==> config.mk <==
export PLATFORM = sky130hd
export DESIGN_NAME = llsc_monitor
export DESIGN_NICKNAME = d
export VERILOG_FILES = /design/src/rtl/llsc_pkg.sv /design/src/rtl/llsc_resv_bank.sv /design/src/rtl/llsc_decide.sv /design/src/rtl/llsc_result_slot.sv /design/src/rtl/llsc_monitor.sv
export SDC_FILE = /design/constraint.sdc
export NUM_CORES = 1
export LEC_CHECK = 0
export ABC_AREA = 1
export CAP_MARGIN = 20
export CORE_MARGIN = 5
export CORE_UTILIZATION = 51
export CTS_CLUSTER_SIZE = 16
export DETAILED_ROUTE_END_ITERATION = 8
export GPL_ROUTABILITY_DRIVEN = 1
export HOLD_SLACK_MARGIN = 0.15
export PLACE_DENSITY = 0.78
export SETUP_SLACK_MARGIN = 0.1
export SYNTH_ARGS = -nofsm -noshare
export SYNTH_HDL_FRONTEND = slang
export SYNTH_HIERARCHICAL = 1
export SYNTH_SLANG_ARGS = --single-unit
==> constraint.sdc <==
create_clock -name clk -period 3.6 [get_ports clk]
set_input_delay 0.72 -clock clk [delete_from_list [all_inputs] [get_ports clk]]
set_output_delay 0.72 -clock clk [all_outputs]
set_load 0.03 [all_outputs]
==> src/rtl/llsc_pkg.sv <==
package llsc_pkg;
  typedef enum logic [2:0] {
    OP_STORE     = 3'd0,
    OP_RMW_RD    = 3'd1,
    OP_RMW_WR    = 3'd2,
    OP_LL        = 3'd3,
    OP_SC        = 3'd4,
    OP_LOCK_RD   = 3'd5,
    OP_LOCK_WR   = 3'd6,
    OP_RSVD      = 3'd7
  } llsc_op_e;

  typedef struct packed {
    logic set_en;
    logic clr_line_en;
    logic clr_own_en;
    logic ok;
    logic blk;
    logic unblk;
  } llsc_action_t;
endpackage

==> src/rtl/llsc_resv_bank.sv <==
module llsc_resv_bank #(
  parameter int NREQ   = 4,
  parameter int LINE_W = 26,
  parameter int ID_W   = 2
) (
  input  logic                         clk,
  input  logic                         rst_n,
  input  logic                         inv_valid,
  input  logic [LINE_W-1:0]            inv_line,
  input  logic                         set_en,
  input  logic                         clr_line_en,
  input  logic                         clr_own_en,
  input  logic [ID_W-1:0]              upd_id,
  input  logic [LINE_W-1:0]            upd_line,
  output logic [NREQ-1:0]              eff_valid,
  output logic [NREQ-1:0][LINE_W-1:0]  resv_line
);
  logic [NREQ-1:0] valid_q;

  for (genvar g = 0; g < NREQ; g++) begin : g_slot
    logic snooped;
    logic same_line;
    logic is_owner;

    always_comb begin
      snooped      = inv_valid && (resv_line[g] == inv_line);
      eff_valid[g] = valid_q[g] && !snooped;
      same_line    = resv_line[g] == upd_line;
      is_owner     = upd_id == ID_W'(g);
    end

    always_ff @(posedge clk) begin
      if (!rst_n) begin
        valid_q[g]   <= 1'b0;
        resv_line[g] <= '0;
      end else if (set_en && is_owner) begin
        valid_q[g]   <= 1'b1;
        resv_line[g] <= upd_line;
      end else if (clr_line_en && same_line) begin
        valid_q[g]   <= 1'b0;
      end else if (clr_own_en && is_owner && same_line) begin
        valid_q[g]   <= 1'b0;
      end else begin
        valid_q[g]   <= eff_valid[g];
      end
    end
  end
endmodule

==> src/rtl/llsc_decide.sv <==
module llsc_decide
  import llsc_pkg::*;
#(
  parameter int NREQ   = 4,
  parameter int LINE_W = 26,
  parameter int ID_W   = 2
) (
  input  llsc_op_e                     op,
  input  logic [ID_W-1:0]              id,
  input  logic [LINE_W-1:0]            line,
  input  logic                         test_mode,
  input  logic [NREQ-1:0]              eff_valid,
  input  logic [NREQ-1:0][LINE_W-1:0]  resv_line,
  output llsc_action_t                 act
);
  logic own_hit;

  always_comb begin
    own_hit = eff_valid[id] && (resv_line[id] == line);
    act = '0;
    act.ok    = 1'b1;
    act.blk   = (op == OP_LOCK_RD);
    act.unblk = (op == OP_LOCK_WR);
    if (!test_mode) begin
      unique case (op)
        OP_LL: act.set_en = 1'b1;
        OP_SC: begin
          act.clr_line_en = 1'b1;
          act.ok          = own_hit;
        end
        default: act.clr_own_en = 1'b1;
      endcase
    end
  end
endmodule

==> src/rtl/llsc_result_slot.sv <==
module llsc_result_slot #(
  parameter int DATA_W = 64,
  parameter int LINE_W = 26,
  parameter int ID_W   = 2
) (
  input  logic              clk,
  input  logic              rst_n,
  input  logic              load,
  input  logic              ok,
  input  logic [ID_W-1:0]   id,
  input  logic              blk,
  input  logic              unblk,
  input  logic [LINE_W-1:0] line,
  input  logic              res_ready,
  output logic              res_valid,
  output logic [DATA_W-1:0] res_data,
  output logic [ID_W-1:0]   res_id,
  output logic              q_block,
  output logic              q_unblock,
  output logic [LINE_W-1:0] q_line
);
  always_ff @(posedge clk) begin
    if (!rst_n) begin
      res_valid <= 1'b0;
      res_data  <= '0;
      res_id    <= '0;
      q_block   <= 1'b0;
      q_unblock <= 1'b0;
      q_line    <= '0;
    end else begin
      q_block   <= load && blk;
      q_unblock <= load && unblk;
      if (load) begin
        res_valid <= 1'b1;
        res_data  <= DATA_W'(ok);
        res_id    <= id;
        q_line    <= line;
      end else if (res_ready) begin
        res_valid <= 1'b0;
      end
    end
  end
endmodule

==> src/rtl/llsc_monitor.sv <==
module llsc_monitor
  import llsc_pkg::*;
#(
  parameter int NREQ   = 4,
  parameter int LINE_W = 26,
  parameter int DATA_W = 64,
  parameter int ID_W   = (NREQ > 1) ? $clog2(NREQ) : 1
) (
  input  logic              clk,
  input  logic              rst_n,
  input  logic              test_mode,
  input  logic              cmp_valid,
  output logic              cmp_ready,
  input  logic [2:0]        cmp_op,
  input  logic [ID_W-1:0]   cmp_id,
  input  logic [LINE_W-1:0] cmp_line,
  input  logic              inv_valid,
  input  logic [LINE_W-1:0] inv_line,
  output logic              res_valid,
  input  logic              res_ready,
  output logic [DATA_W-1:0] res_data,
  output logic [ID_W-1:0]   res_id,
  output logic              q_block,
  output logic              q_unblock,
  output logic [LINE_W-1:0] q_line
);
  logic                        accept;
  logic [NREQ-1:0]             eff_valid;
  logic [NREQ-1:0][LINE_W-1:0] resv_line;
  llsc_action_t                act;

  assign cmp_ready = !res_valid || res_ready;
  assign accept    = cmp_valid && cmp_ready;

  llsc_decide #(.NREQ(NREQ), .LINE_W(LINE_W), .ID_W(ID_W)) u_decide (
    .op        (llsc_op_e'(cmp_op)),
    .id        (cmp_id),
    .line      (cmp_line),
    .test_mode (test_mode),
    .eff_valid (eff_valid),
    .resv_line (resv_line),
    .act       (act)
  );

  llsc_resv_bank #(.NREQ(NREQ), .LINE_W(LINE_W), .ID_W(ID_W)) u_bank (
    .clk         (clk),
    .rst_n       (rst_n),
    .inv_valid   (inv_valid),
    .inv_line    (inv_line),
    .set_en      (accept && act.set_en),
    .clr_line_en (accept && act.clr_line_en),
    .clr_own_en  (accept && act.clr_own_en),
    .upd_id      (cmp_id),
    .upd_line    (cmp_line),
    .eff_valid   (eff_valid),
    .resv_line   (resv_line)
  );

  llsc_result_slot #(.DATA_W(DATA_W), .LINE_W(LINE_W), .ID_W(ID_W)) u_slot (
    .clk       (clk),
    .rst_n     (rst_n),
    .load      (accept),
    .ok        (act.ok),
    .id        (cmp_id),
    .blk       (act.blk),
    .unblk     (act.unblk),
    .line      (cmp_line),
    .res_ready (res_ready),
    .res_valid (res_valid),
    .res_data  (res_data),
    .res_id    (res_id),
    .q_block   (q_block),
    .q_unblock (q_unblock),
    .q_line    (q_line)
  );
endmodule

==> metrics.csv <==
stage;metric;value;unit
sta;fmax;367;MHz
synthesis;yosys-top-cells-count;nand2_1 (607), inv_1 (198), nor2_1 (155), dfxtp_1 (140), o21ai_0 (126);
placed_design;place_area;0.0111;sq mm
cells_and_area;finish.utilization;58.2;%
floorplan;die_y;153;microns
critical_path;critPathCaptureType;register;
critical_path;critPathLaunchType;input port;
clock_network;worstSkewPairLatency;0.43;ns
synthesis;yosysSeqAreaShare;27.0;%
cells_and_area;nets;1874;
routing;drc_errors;0;
clock_network;clockBufferDepth;2;
clock_network;numCtsBuffers;17;
placed_design;hpwl;25.3;mm
global_routing;antenna_found_initial;1;
power;power.leakage;5.23;nW
routing;drt.antenna.violating_nets;0;
floorplan;die_area;0.0233;sq mm
clock_network;cts_root_buf;clkbuf_16;
routing;dr.pass1.iters;7;
synthesis;async_flop_share;0;%
flow_run;max_cap_viol_count;0;
synthesis;synth_edf_count;0;
critical_path;critPathArrivalTime;3.09;ns
clock_network;post_cts_buffers;0;
synthesis;synth_flop_cell;dfxtp_1;
clock_network;cts_tree;done;
routing;vias_per_cell;5.22;
global_routing;grt_max_degree;75;
routing;num_vias;10900;
clock_network;htreeDepth;4;
power;power.density;377;mW/mm^2
placed_design;port_buffers;95;
power;seqPwrFrac;36.4;%
routing;wl;35.0;mm
sta;setup_violations;0;
sta;skew;0.0151;ns
clock_network;clk_pin_slew;0.06;ns
cells_and_area;drive_gt1_share;5.21;%
power;comb_power_share;19.0;%
sta;tightest_slew;0.732;ns
sta;setup_tns;0;ns
floorplan;ios;159;
sta;rsz0062_at_grt;no;
global_routing;gr-usage-all-layers;28.9;%
placed_design;gp_congestion;1.02;
power;irDropWorstVdd;306;uV
floorplan;rows;52;
routing;drtIter0Drc;1211;
synthesis;yosysMostFrequentCell;nand2_1;
floorplan;start_util;51.6;%
floorplan;fp.coreArea;0.0201;sq mm
floorplan;die_w;153;microns
critical_path;crit_fanout;5;
hold_path;hold_path.class;reg -> reg;
cells_and_area;n_antenna_cell;0;
power;pwr-share-clk;44.6;%
global_routing;overflow;0;
sta;hold_viol;0;
power;p_int;0.00305;W
routing;wl_per_cell;16.7;microns
clock_network;cts_resized;0;
synthesis;syn_inst;1770;
synthesis;avgSynthCellArea;5.86;sq um
global_routing;grt_pass1_wl;53.4;mm
cells_and_area;stdcell_area;0.0117;sq mm
critical_path;required;3.96;ns
power;switching_share;30.9;%
synthesis;synth.area.top_cells;dfxtp_1 (27%), nand2_1 (22%), inv_1 (7.2%);
synthesis;synth.distinct_cells;33;
sta;maxSlewHeadroom;51.2;%
sta;finalMaxSlewViolations;0;
synthesis;ys_ff_latch;140;
synthesis;synth_top_area_share;27.0;%
critical_path;critical_path_class;in -> reg;
cells_and_area;syn_to_final_growth;12.9;%
run_status;status;finished, final reports clean;
clock_network;cts_sinks;140;
synthesis;yosys.area.top_type;dfxtp_1;
sta;post-route-min-period;2.72;ns
sta;period_share;75.6;%
power;p_sw;0.00137;W
clock_network;postCtsHoldBufs;0;
synthesis;ys.warnings.count;6;
global_routing;grt_pass1_vias;9645;
synthesis;netlist_area;0.0104;sq mm
[placed cells by master, fill, tap and decap left out, types with 12 or more instances in the layout]
cell type,synthesis,routed
clkbuf_16,0,17
inv_2,26,27
buf_4,78,12
xor2_1,37,37
clkinv_1,16,16
a21oi_1,112,112
clkdlybuf4s50_1,0,93
nand3_1,81,81
inv_1,198,197
xnor2_1,48,48
conb_1,1,63
nand2_1,607,607
o21ai_1,20,20
dfxtp_1,140,140
o21ai_0,126,126
nor2_1,155,155
[worst paths after layout]
path | startpoint | end | slack [ns] | cells past startpoint
worst max-delay path | inv_line[20] | u_slot/res_data[0]$_SDFFE_PN0P_ | 0.88 | 25
worst min-delay path | u_slot/res_id[1]$_SDFFE_PN0P_ | u_slot/res_id[1]$_SDFFE_PN0P_ | 0.47 | 2
worst max register to register | u_bank/resv_line[69]$_SDFFE_PN0P_ | u_slot/res_data[0]$_SDFFE_PN0P_ | 1.35 | 25
worst min register to register | u_slot/res_id[1]$_SDFFE_PN0P_ | u_slot/res_id[1]$_SDFFE_PN0P_ | 0.47 | 2
[layout make-up]
class | instances | area [sq um]
fillers | 2006 | 8390
multi-input cells | 1300 | 5900
flip-flops and latches | 140 | 2800
repair buffers | 110 | 1110
inverters | 242 | 916
clock buffers | 18 | 439
well taps | 270 | 338
clock inverters | 14 | 209
[state kept, by name, summed over array words and instances, names as in the netlist]
register          flops
u_bank/resv_line    104
u_slot/q_line        26
u_bank/valid_q        4
u_slot/res_id         2
u_slot/q_block        1
u_slot/q_unblock      1
u_slot/res_data       1
u_slot/res_valid      1
[stage by stage]
step / total power, W / worst slack, ns / instances / hold WS (ns)
CTS: 0.00441 / 0.906 / 2094 / 0.472
detailed placement: 0.00247 / 0.520 / 2062 / 0.463
global route: 0.00458 / 0.580 / 2094 / 0.492
global placement: 0.00246 / 0.506 / 2062 / 0.456
finish: 0.00442 / 0.879 / 2094 / 0.470
floorplan: 0.00225 / 1.39 / 1832 / 0.450
[worst max-delay path, stage by stage]
cell	delay, ns
clkdlybuf4s50_1	0.56
inv_1	0.12
nand2_1	0.08
nand2_1	0.08
nand2_1	0.07
nor2_1	0.05
nand2_1	0.15
nor2_2	0.07
a21boi_0	0.16
nand2_1	0.08
nand2_1	0.08
nand2_1	0.05
o21ai_1	0.08
nand2_1	0.06
inv_1	0.06
nand2_1	0.04
nor2_1	0.08
nand2_1	0.06
nor2_1	0.11
nand2_1	0.06
nand2_1	0.05
inv_1	0.04
nand2_1	0.04
nand2_1	0.05
nor2_1	0.08
[cell families after synthesis]
family	count (synthesis)	share of synthesized area [%]
AOI/OAI and AO/OA	270	13.2
and+or+nand+nor	882	34.2
xor gates and xnor gates	85	7.18
DFF	140	27.0
buffers and inverters	392	18.3
other	1	0.0362
[routing by layer]
layer	share of wire, %	global-route usage, %	wire, microns	vias to the layer above
li1	-	-	-	5391
met1	41	37.7	14200	4942
met2	46	47.5	16200	516
met3	9.8	6.28	3420	70
met4	3.4	9.63	1190	2
met5	0.037	0	13	-
[power groups by stage]
stage | logic, W | registers, W | clock network [W]
detailed placement | 0.000823 | 0.00164 | 0
finish | 0.000839 | 0.00161 | 0.00197
global placement | 0.000816 | 0.00164 | 0
floorplan | 0.000559 | 0.00169 | 0
global route | 0.000910 | 0.00161 | 0.00206
CTS | 0.000827 | 0.00161 | 0.00198
No activity file was read; power rests on OpenSTA's default activity.
